--- config.mk ---
export PLATFORM = sky130hd
export DESIGN_NAME = lpm_loop_engine
export DESIGN_NICKNAME = d
export VERILOG_FILES = /design/src/rtl/lpm_pkg.sv /design/src/rtl/lpm_fifo.sv /design/src/rtl/lpm_stride.sv /design/src/rtl/lpm_loop_engine.sv
export SDC_FILE = /design/constraint.sdc
export NUM_CORES = 1
export LEC_CHECK = 0
export BUFFER_PORTS_ARGS = -buffer_cell sky130_fd_sc_hd__clkbuf_2
export CORE_MARGIN = 4
export CORE_UTILIZATION = 45
export CTS_BUF_LIST = sky130_fd_sc_hd__clkbuf_4 sky130_fd_sc_hd__clkbuf_8
export DETAILED_ROUTE_END_ITERATION = 12
export GPL_TIMING_DRIVEN = 0
export PLACE_DENSITY_LB_ADDON = 0.08
export SLEW_MARGIN = 20
export SYNTH_ARGS = -nofsm -noshare
export SYNTH_HDL_FRONTEND = slang
export SYNTH_SLANG_ARGS = --single-unit
--- constraint.sdc ---
create_clock -name clk_i -period 5.2 [get_ports clk_i]
set_input_delay 1.04 -clock clk_i [delete_from_list [all_inputs] [get_ports clk_i]]
set_output_delay 1.04 -clock clk_i [all_outputs]
set_load 0.1 [all_outputs]
--- src/rtl/lpm_pkg.sv ---
package lpm_pkg;
  localparam int unsigned WORD_W  = 32;
  localparam int unsigned ROOT_W  = 16;
  localparam int unsigned REST_W  = 16;
  localparam int unsigned SLICE_W = 8;
  localparam int unsigned VAL_W   = WORD_W - 1;

  typedef enum logic [1:0] {
    LVL_ROOT = 2'd0,
    LVL_MID  = 2'd1,
    LVL_LAST = 2'd2
  } lvl_e;
endpackage

--- src/rtl/lpm_fifo.sv ---
module lpm_fifo #(
  parameter int unsigned WIDTH = 8,
  parameter int unsigned DEPTH = 8
) (
  input  logic             clk_i,
  input  logic             rst_ni,
  input  logic             enq_i,
  input  logic [WIDTH-1:0] enq_data_i,
  input  logic             deq_i,
  output logic             full_o,
  output logic             valid_o,
  output logic [WIDTH-1:0] head_o
);
  localparam int unsigned PW = (DEPTH > 1) ? $clog2(DEPTH) : 1;
  localparam int unsigned CW = $clog2(DEPTH + 1);

  logic [WIDTH-1:0] slot_q [DEPTH];
  logic [PW-1:0]    wr_q, rd_q;
  logic [CW-1:0]    cnt_q;

  assign full_o  = (cnt_q == CW'(DEPTH));
  assign valid_o = (cnt_q != '0);
  assign head_o  = slot_q[rd_q];

  for (genvar s = 0; s < DEPTH; s++) begin : g_slot
    always_ff @(posedge clk_i) begin
      if (enq_i && (wr_q == PW'(s))) slot_q[s] <= enq_data_i;
    end
  end

  always_ff @(posedge clk_i or negedge rst_ni) begin
    if (!rst_ni) begin
      wr_q  <= '0;
      rd_q  <= '0;
      cnt_q <= '0;
    end else begin
      if (enq_i) wr_q <= (wr_q == PW'(DEPTH - 1)) ? '0 : wr_q + 1'b1;
      if (deq_i) rd_q <= (rd_q == PW'(DEPTH - 1)) ? '0 : rd_q + 1'b1;
      case ({enq_i, deq_i})
        2'b10:   cnt_q <= cnt_q + 1'b1;
        2'b01:   cnt_q <= cnt_q - 1'b1;
        default: ;
      endcase
    end
  end


  no_overflow_chk: assert property (@(posedge clk_i) disable iff (!rst_ni)
    (enq_i && full_o) |-> deq_i);

  no_underflow_chk: assert property (@(posedge clk_i) disable iff (!rst_ni)
    deq_i |-> valid_o);
endmodule

--- src/rtl/lpm_stride.sv ---
module lpm_stride
  import lpm_pkg::*;
#(
  parameter int unsigned MEM_AW = 16
) (
  input  logic [WORD_W-1:0] word_i,
  input  logic [REST_W-1:0] rest_i,
  input  lvl_e              lvl_i,
  output logic              is_leaf_o,
  output logic [MEM_AW-1:0] next_addr_o,
  output logic [REST_W-1:0] next_rest_o,
  output lvl_e              next_lvl_o
);
  // third-level words terminate the walk regardless of the flag
  assign is_leaf_o   = word_i[WORD_W-1] | (lvl_i == LVL_LAST);
  assign next_addr_o = word_i[MEM_AW-1:0] + MEM_AW'(rest_i[REST_W-1 -: SLICE_W]);
  assign next_rest_o = {rest_i[REST_W-SLICE_W-1:0], {SLICE_W{1'b0}}};
  assign next_lvl_o  = (lvl_i == LVL_ROOT) ? LVL_MID : LVL_LAST;
endmodule

--- src/rtl/lpm_loop_engine.sv ---
module lpm_loop_engine
  import lpm_pkg::*;
#(
  parameter int unsigned TAG_W  = 4,
  parameter int unsigned DEPTH  = 8,
  parameter int unsigned MEM_AW = 16
) (
  input  logic              clk_i,
  input  logic              rst_ni,
  input  logic              req_valid_i,
  output logic              req_ready_o,
  input  logic [31:0]       req_addr_i,
  input  logic [TAG_W-1:0]  req_tag_i,
  output logic              mem_req_valid_o,
  input  logic              mem_req_ready_i,
  output logic [MEM_AW-1:0] mem_req_addr_o,
  input  logic              mem_rsp_valid_i,
  output logic              mem_rsp_ready_o,
  input  logic [31:0]       mem_rsp_data_i,
  output logic              res_valid_o,
  input  logic              res_ready_i,
  output logic [30:0]       res_value_o,
  output logic [TAG_W-1:0]  res_tag_o
);
  localparam int unsigned EW = TAG_W + REST_W + 2;

  logic          fifo_full, head_valid, enq, deq;
  logic [EW-1:0] head_q, enq_data;

  logic [TAG_W-1:0]  head_tag;
  logic [REST_W-1:0] head_rest, next_rest;
  lvl_e              head_lvl, next_lvl;
  logic              is_leaf;
  logic [MEM_AW-1:0] next_addr;

  assign head_tag  = head_q[EW-1 -: TAG_W];
  assign head_rest = head_q[REST_W+1:2];
  assign head_lvl  = lvl_e'(head_q[1:0]);

  lpm_stride #(.MEM_AW(MEM_AW)) i_stride (
    .word_i      (mem_rsp_data_i),
    .rest_i      (head_rest),
    .lvl_i       (head_lvl),
    .is_leaf_o   (is_leaf),
    .next_addr_o (next_addr),
    .next_rest_o (next_rest),
    .next_lvl_o  (next_lvl)
  );

  logic rsp_here, recirc_want, exit_want, exit_fire, recirc_fire;
  logic enter_room, enter_ok, enter_fire;

  assign rsp_here    = mem_rsp_valid_i & head_valid;
  assign recirc_want = rsp_here & ~is_leaf;
  assign exit_want   = rsp_here & is_leaf;
  assign exit_fire   = exit_want & res_ready_i;
  assign recirc_fire = recirc_want & mem_req_ready_i;

  // a leaving lookup frees its slot for a new one in the same cycle
  assign enter_room = ~fifo_full | exit_fire;
  assign enter_ok   = req_valid_i & ~recirc_want & enter_room;
  assign enter_fire = enter_ok & mem_req_ready_i;

  assign req_ready_o     = mem_req_ready_i & ~recirc_want & enter_room;
  assign mem_req_valid_o = recirc_want | enter_ok;
  assign mem_req_addr_o  = recirc_want ? next_addr : MEM_AW'(req_addr_i[31:16]);
  assign mem_rsp_ready_o = exit_fire | recirc_fire;

  assign res_valid_o = exit_want;
  assign res_value_o = mem_rsp_data_i[30:0];
  assign res_tag_o   = head_tag;

  assign enq      = enter_fire | recirc_fire;
  assign deq      = exit_fire | recirc_fire;
  assign enq_data = recirc_want ? {head_tag, next_rest, next_lvl}
                                : {req_tag_i, req_addr_i[15:0], LVL_ROOT};

  lpm_fifo #(.WIDTH(EW), .DEPTH(DEPTH)) i_ctx_fifo (
    .clk_i      (clk_i),
    .rst_ni     (rst_ni),
    .enq_i      (enq),
    .enq_data_i (enq_data),
    .deq_i      (deq),
    .full_o     (fifo_full),
    .valid_o    (head_valid),
    .head_o     (head_q)
  );


  recirc_priority_chk: assert property (@(posedge clk_i) disable iff (!rst_ni)
    (mem_rsp_ready_o && !res_valid_o) |-> !(req_valid_i && req_ready_o));

  res_hold_chk: assert property (@(posedge clk_i) disable iff (!rst_ni)
    (res_valid_o && !res_ready_i) |=> (res_valid_o && $stable(res_tag_o) && $stable(res_value_o)));

  rsp_paired_chk: assert property (@(posedge clk_i) disable iff (!rst_ni)
    mem_rsp_valid_i |-> head_valid);

  mem_stall_chk: assert property (@(posedge clk_i) disable iff (!rst_ni)
    !mem_req_ready_i |-> !req_ready_o);
endmodule

# == Word-level counts from Yosys, hierarchy flattened ==
# Memories as Yosys holds them, arrays and structs flattened.
# Cells that the tools add are included.
# totals
register_bits,10
ram_bits,176
in_bits,74
out_inout_bits,55
elab_cells,101
n_memories,1
# op_classes
n_addsub,5
eq_ne,12
mux,43
bitwise,18
n_reduce_logical,19
# mem_list
name,words,width,read_ports,rd_clocked_by_memory_dff,wr,line_no,rtl
i_ctx_fifo.slot_q,8,22,1,0,1,lpm_fifo.sv:17,logic [WIDTH-1:0] slot_q [DEPTH];
# ops
operator,count
two-way mux 22 bit,8
OR reduction 22 bit,7
two-way mux 3 bit,9
two-way mux 1 bit,23
adder 16 x 8 -> 16 bit,1
two-way mux 16 bit,1
== test 3 bit (second input constant),5
bitwise AND 1 bit,10
logical AND 1 bit,8
case mux 4 bit (2 select lines),1
adder 3 x 1 -> 3 bit (second input constant),2
== test 3 x 2 -> 1 bit (second input constant),2
OR 1 bit,5
adder 4 x 1 -> 4 bit (second input constant),1
== test 2 bit (second input constant),2
== test 4 bit (second input constant),1
nonzero test 4 bit,1
subtractor 4 x 1 -> 4 bit (second input constant),1
== test 3 x 1 -> 1 bit (second input constant),1
zero test 3 bit,1
inverter 1 bit,3
== test 2 x 1 -> 1 bit (second input constant),1
zero test 2 bit,1
two-way mux 2 bit,1
nonzero test 2 bit,1

# == Logic depth before layout (Yosys ltp) ==
# Gate-level depths: netlist of the first run.
# An unclocked memory read counts as a cell.
# depth
word_depth,21
mapped_depth,14
mapped_depth_nobuf,12

# == By module ==
# Synthesis of the first run repeated with hierarchy kept, for this count alone.
# unflattened
hier_cells,486
hier_area_um2,8813.5
# by_module_without_submodules
module,instances,cells_each,area_each_um2,seq_area_each_um2
lpm_fifo,1,315,7368.3,5535.3
lpm_loop_engine,1,88,809.5,0.0
lpm_stride,1,83,635.6,0.0

# == Worst setup path before layout of the first run ==
# No wires, ideal clock.
# synth_path
path_kind,register -> output
start,reg i_ctx_fifo.rd_q[0]
end,out mem_req_addr_o[8]
t_arrival_ns,5.306
required_time_ns,4.160
setup_slack_ns,-1.146
path_stages_with_launch,14
n_path_buf,3
cell_sequence,dfrtp_1 -> buf_2 -> buf_1 -> mux4_2 -> mux2_2 -> ha_1 -> inv_1 -> fa_1 -> nor2b_1 -> o2111ai_1 -> and3_1 -> clkbuf_1 -> nor3_1 -> o31ai_1
# synth_via
elab_chain_len,6
word_cells_on_any_way,7
cone_classes,add/sub: 1; eq/ne: 1; mux: 1; bitwise: 3; memory: 1
# synth_rtl
item,line_no,rtl
start: declaration,lpm_fifo.sv:18,"logic [PW-1:0] wr_q, rd_q;"
start signal: assignment,lpm_fifo.sv:38,if (deq_i) rd_q <= (rd_q == PW'(DEPTH - 1)) ? '0 : rd_q + 1'b1;
memory (8 x 22 bit) (*),--,
"parallel branches: the longest is 4 deep, another holds adder 16 x 8 -> 16 bit",--,
two-way mux 16 bit (*),lpm_loop_engine.sv:66,assign mem_req_addr_o = recirc_want ? next_addr : MEM_AW'(req_addr_i[31:16]);
end: declaration,lpm_loop_engine.sv:16,"output logic [MEM_AW-1:0] mem_req_addr_o,"
# Mark *: on every way between the ends.

# == Final worst setup path of the first run ==
# layout_path
start,reg i_ctx_fifo.rd_q[0]
end,out mem_req_addr_o[15]
# Same word-level chain as after synthesis.

==> impl_results.md, run 1 <==
* Die Wd at 146 um
* Die ar. at 21,200 um2
* Total track usage at 18.0%
* Crit-path max cell delay at 0.51 ns
* First-pass GRT wire length at 29,100 um
* WP buf/inv at 3
* Design area at 10,100 um2
* Via count at 4,935
* Final setup vio count at 0
* Gpl congestion at 0.766
* Layout cells sized above 1 at 42.1%
* Count of cell types in the netlist at 49
* Clk_lat worst skew at 0.46 ns
* Number of synthesized flops with an enable pin at 176
* H-tree levels at 4
* Avg Cell Area, Syn at 16.3 um2
* Slew HR at 40.7%
* Fmax at 200 MHz
* Root Driver: clkbuf_8
* TritonCTS Sinks at 186
* Crit. End Element: output pin
* Top_reg_cell synth: edfxtp_1
* Via/cell ratio at 5.46
* Leakage at 3.74 nW
* Chip height at 146 um
* Most common cell in the synthesized netlist: edfxtp_1
* N_diodes at 0
* Startpoint Class: flip-flop
* Max Slew Vio Count at 0
* Post-route DRC violation count at 0
* Ranking of synthesized cells by area: edfxtp_1 62%, mux4_2 12%, dfrtp_1 2.9%, ha_1 2.8%, buf_4 2.7%
* Synthesized flop and latch total at 186
* Sequential share of the synthesized area at 64.8%
* Peak supply drop at 268 uV
* Mean routed wirelength per cell at 20.6 um
* Initial DRC count at 306
* Multi-input logic area at 2760 um2
* Port bufs at 113
* DP HPWL at 12,700 um
* Synth Net Count at 620
* Cell family with most CP delay: compound AO/OA/AOI/OAI gates
* Total CTS buffers at 17
* Worst Tran Pin Value at 0.889 ns
* Core area at 18,700 um2
* CP Data Arrival Time at 3.96 ns
* Number of post-CTS setup repair buffers at 0
* Final core utilization at 54.0%
* Worst Path Required at 4.16 ns
* Vias in the first global route at 5,160
* Final Skew at 0.0116 ns
* Critical path's slowest cell: mux4_2
* # fillers at 1,523
* Initial antenna violation count at 0
* Max clock buf depth at 2
* Synthesized area at 8540 um2
* Crit path max fanout at 10
* Initial Utilization at 45.6%
* Overflow after GRT at 0
* WS Path Type: flip-flop to output pin
* Register Area at 5540 um2
* Ports at 129
* Synthesis-to-layout area growth at 18.2%
* Status: finished, final reports clean
* HP Class: primary input to asynchronous set/reset pin
* Asr flop ratio synth at 5.38%
* Yosys top cell area share at 61.9%
* Total power draw at 5.67 mW
* Nets at 752
* Largest net degree at the start of global routing at 23
* TritonCTS clock tree: yes
* Rows at 50
* Final worst path period need at 5.00 ns
* Post-route ant nets at 0
* Synth area leader: edfxtp_1
* Hold Violations, Final at 0
* Yosys warning total at 0
* PD cells at 561 nW/um2
* Reg clk slew, reported paths at 0.10 ns
* Most frequent cells after synthesis: 176 x edfxtp_1, 45 x mux4_2, 41 x nand2_1
* Cells along the critical path: buf_8, buf_8, mux4_2, mux2_2, ha_1, o21ai_0, o21ai_1, a31oi_4, or3_1, a31oi_4, clkbuf_4
* Pre-Repair DR Iteration Count at 4
* Placed inst area at 9550 um2
* Post-Syn Instances at 525
* Final wirelength at 18,600 um
* Max-cap violations at 0
* Post-route clock period utilization at 96.2%
[state kept, by name, summed over array words and instances, names as in the netlist]
name	cells
i_ctx_fifo.wr_q	3
i_ctx_fifo.cnt_q	4
i_ctx_fifo.rd_q	3
i_ctx_fifo.slot_q	176
[kinds of logic (layout without fill, tap and decap cells)]
group                      Yosys count  count (layout)  synth area share, %
AOI/OAI and AO/OA                   61              61                 4.78
xor gates and xnor gates            10              10                 1.03
adders and majority gates           21              21                 3.25
buffers and inverters               68             213                 4.48
DFF                                186             186                 64.8
muxes                               74              74                 15.5
and+or+nand+nor                    105             105                 6.08
[where the power goes]
group	leakage [nW]	internal, mW	switching (mW)
sequential	1.72	1.92	0.0721
combinational	1.83	0.969	1.79
clock	0.189	0.396	0.525
total	3.74	3.28	2.39
[area by class of cell]
type,instances,share of cell area (%)
buffer,52,3.79
clock buffer,18,2.39
clock inverter,14,1.36
inverter,14,0.521
multi-input combinational,271,27.4
sequential,186,54.8
tap,234,2.90
timing repair buffer,115,6.84
[timing repair]
item,in CTS,in global routing
pin swaps,0,1
cloned,0,0
endpoints found under the setup margin,15,8
hold buffers,0,0
resized for setup,40,10
[worst paths after layout]
kind                       slack [ns]  depth (start not counted)                  end                start
hold reg to reg                  0.53                          1  i_ctx_fifo.cnt_q[3]  i_ctx_fifo.cnt_q[3]
max in group asynchronous        4.49                          1   i_ctx_fifo.rd_q[1]               rst_ni
hold / removal                   0.45                          1   i_ctx_fifo.rd_q[2]               rst_ni
min in group clk_i               0.53                          1  i_ctx_fifo.cnt_q[3]  i_ctx_fifo.cnt_q[3]
setup / recovery                 0.20                         11   mem_req_addr_o[15]   i_ctx_fifo.rd_q[0]
setup reg to reg                 1.46                         13  i_ctx_fifo.cnt_q[3]   i_ctx_fifo.rd_q[2]
[cells in the final DEF, fill, tap and decap left out, types with 7 or more instances in the layout]
master,count
edfxtp_1,176
clkbuf_2,106
mux4_2,45
nand2_1,41
buf_4,31
ha_1,18
clkbuf_8,17
nor2_1,16
o21ai_0,15
inv_1,14
mux2_2,13
mux2i_1,12
dfrtp_1,9
buf_2,8
and2_1,8
xor2_1,8
a21oi_1,7
and3_2,7
inv_6,7
[per-layer routing]
| layer | GRT usage, % | vias to the layer above | routed length (um) |
|---|---|---|---|
| met5 | 0 | - | 0 |
| met4 | 4.27 | 0 | 189 |
| met3 | 4.20 | 18 | 1110 |
| met2 | 31.5 | 160 | 9480 |
| met1 | 23.0 | 2464 | 7850 |
| li1 | - | 2293 | - |
[metrics by stage]
step / worst slack [ns] / std cells / TNS, ns / hold slack (ns)
after global routing: -0.00378 / 904 / -0.00378 / 0.433
after detailed placement: -0.729 / 874 / -5.02 / 0.513
after floorplan: -0.278 / 525 / -0.278 / 0.485
after CTS: 0.00738 / 905 / 0 / 0.424
final: 0.196 / 904 / 0 / 0.446
after global placement: -0.640 / 872 / -4.37 / 0.501
[worst register-to-register path: stages, from the launching register on]
cell	delay, ns
dfrtp_1	0.38
buf_2	0.44
mux4_2	0.46
a2111o_1	0.49
a21boi_1	0.36
buf_2	0.27
inv_1	0.06
ha_1	0.21
ha_1	0.28
a21o_1	0.16
a21oi_1	0.17
xnor2_1	0.13
nor2_1	0.06
xor2_1	0.14
No activity file was read; power rests on OpenSTA's default activity.
==> inputs of run 2 (changes only) <==
- CORE_MARGIN: 4 -> 5
==> impl_results.md, run 2 (synthesis gave the netlist of run 1 again) <==
* Commonest non-fill, non-tap cell in the layout: edfxtp_1
* Vias in the first global route at 5,157 (-0.058%)
* Synthesis-to-layout area growth at 18.2% (about the same)
* Initial Utilization at 45.6% (unchanged)
* Post-route DRC violation count at 0 (unchanged)
* PD cells at 559 nW/um2 (-0.43%)
* RSZ-0062 raised after global routing: false
* Final Skew at 0.0155 ns (+0.00391 ns)
* Pre-CTS setup slack at -0.710 ns (+0.0183 ns)
* Layout cells sized above 1 at 41.8% (-0.27 points)
* Total power draw at 5.64 mW (-0.44%)
* Total track usage at 18.2% (+0.13 points)
* Startpoint Class: flip-flop
* Pre-Repair DR Iteration Count at 4 (unchanged)
* Crit path max fanout at 10 (unchanged)
* Worst Tran Pin Value at 0.917 ns (+0.0280 ns)
* Core area at 18,700 um2 (unchanged)
* Via/cell ratio at 5.46 (+0.10%)
* Root Driver: clkbuf_8
* N_diodes at 0 (unchanged)
* Nets at 754 (+0.27%)
* Initial DRC count at 278 (-9.2%)
* Reg clk slew, reported paths at 0.10 ns (about the same)
* Chip height at 148 um (+1.4%)
* TritonCTS clock tree: yes
* Largest Register: i_ctx_fifo.slot_q
* Final setup vio count at 0 (unchanged)
* Hold Slack at 0.449 ns (+0.00291 ns)
* Max-cap violations at 0 (unchanged)
* Post-route clock period utilization at 96.0% (-0.21 points)
* Hold Violations, Final at 0 (unchanged)
* Overflow after GRT at 0 (unchanged)
* HP Class: primary input to asynchronous set/reset pin
* Peak supply drop at 246 uV (-8.3%)
* Max clock buf depth at 2 (unchanged)
* CP Data Arrival Time at 3.95 ns (about the same)
* Port bufs at 113 (unchanged)
* Final core utilization at 54.0% (about the same)
* Final worst path period need at 4.99 ns (-0.0107 ns)
* Rows at 50 (unchanged)
* Final worst setup slack at 0.207 ns (+0.0107 ns)
* Post-Route Setup TNS at 0 ns (unchanged)
* TritonCTS Sinks at 186 (unchanged)
* Slew HR at 38.9% (-1.9 points)
* Max reg flops at 176 (unchanged)
* Ports at 129 (unchanged)
* Via count at 4,951 (+0.32%)
* Top Registers: i_ctx_fifo.slot_q: 176 flops, i_ctx_fifo.cnt_q: 4 flops
* Worst Path Required at 4.16 ns (about the same)
* Final wirelength at 19,400 um (+4.4%)
* WS Path Type: flip-flop to output pin
* Post-route ant nets at 0 (unchanged)
* Initial antenna violation count at 0 (unchanged)
* Total CTS buffers at 17 (unchanged)
* Status: finished, final reports clean
* Die ar. at 21,800 um2 (+2.8%)
* Die Wd at 148 um (+1.4%)
* Clk_lat worst skew at 0.47 ns (about the same)
* Multi-input logic area at 2740 um2 (-0.95%)
* Crit. End Element: output pin
* Max Slew Vio Count at 0 (unchanged)
* Mean routed wirelength per cell at 21.5 um (+4.2%)
* Largest net degree at the start of global routing at 23 (unchanged)
* DP HPWL at 13,400 um (+6.0%)
* Fmax at 200 MHz (+0.21%)
* Register Area at 5540 um2 (unchanged)
* Gpl congestion at 0.808 (+5.5%)
* First-pass GRT wire length at 29,400 um (+0.90%)
* # fillers at 1,539 (+1.1%)
* Leakage at 3.75 nW (+0.36%)
* Most frequent cells in the layout: 176 x edfxtp_1, 105 x clkbuf_2, 45 x mux4_2
* H-tree levels at 4 (unchanged)
## run 2: timing repair
| action | in CTS | in global routing |
|---|---|---|
| pin swaps | 0 | 1 |
| buffers inserted | 0 | 1 |
| cloned | 0 | 0 |
| resized for setup | 41 | 13 |
| hold buffers | 0 | 0 |
| setup endpoints to repair | 15 | 8 |
## run 2: per-stage QoR
stage               area, um2  instances
finish                  10100        906
global route            10100        906
floorplan                8630        525
detailed placement       9570        875
global placement         9490        872
CTS                     10100        906
## run 2: per-layer routing
| metal | part of all wire (%) | vias to the layer above | GRT usage [%] |
|---|---|---|---|
| li1 | - | 2295 | - |
| met1 | 42 | 2493 | 23.1 |
| met2 | 51 | 147 | 31.5 |
| met3 | 6.2 | 16 | 4.32 |
| met4 | 1.2 | 0 | 4.71 |
| met5 | 0 | - | 0 |
## run 2: critical path: stages (launching register included)
cell       delay, ns
dfrtp_1         0.40
buf_12          0.16
buf_12          0.16
mux4_2          0.51
mux2_2          0.29
ha_1            0.33
nor2b_2         0.18
o2111ai_1       0.16
and3_1          0.27
or4_1           0.58
a31oi_4         0.23
buf_12          0.19
## run 2: cell type report
| class | count | area share (%) |
|---|---|---|
| multi-input combinational | 271 | 27.1 |
| inverter | 14 | 0.521 |
| tap | 234 | 2.90 |
| clock buffer | 18 | 2.39 |
| timing repair buffer | 117 | 7.09 |
| sequential | 186 | 54.8 |
| buffer | 52 | 3.89 |
| clock inverter | 14 | 1.26 |
## run 2: final timing paths
kind | start | end | slack, ns | depth (start not counted)
min | rst_ni | i_ctx_fifo.rd_q[1] | 0.45 | 1
max reg2reg | i_ctx_fifo.rd_q[2] | i_ctx_fifo.cnt_q[3] | 1.46 | 13
min reg2reg | i_ctx_fifo.cnt_q[3] | i_ctx_fifo.cnt_q[3] | 0.53 | 1
min in group clk_i | i_ctx_fifo.cnt_q[3] | i_ctx_fifo.cnt_q[3] | 0.53 | 1
max | i_ctx_fifo.rd_q[0] | mem_req_addr_o[12] | 0.21 | 11
max in group asynchronous | rst_ni | i_ctx_fifo.rd_q[1] | 4.49 | 1
## run 2: power breakdown
group	internal, mW	switching [mW]
registers	1.92	0.0715
logic	0.970	1.78
clock network	0.358	0.542
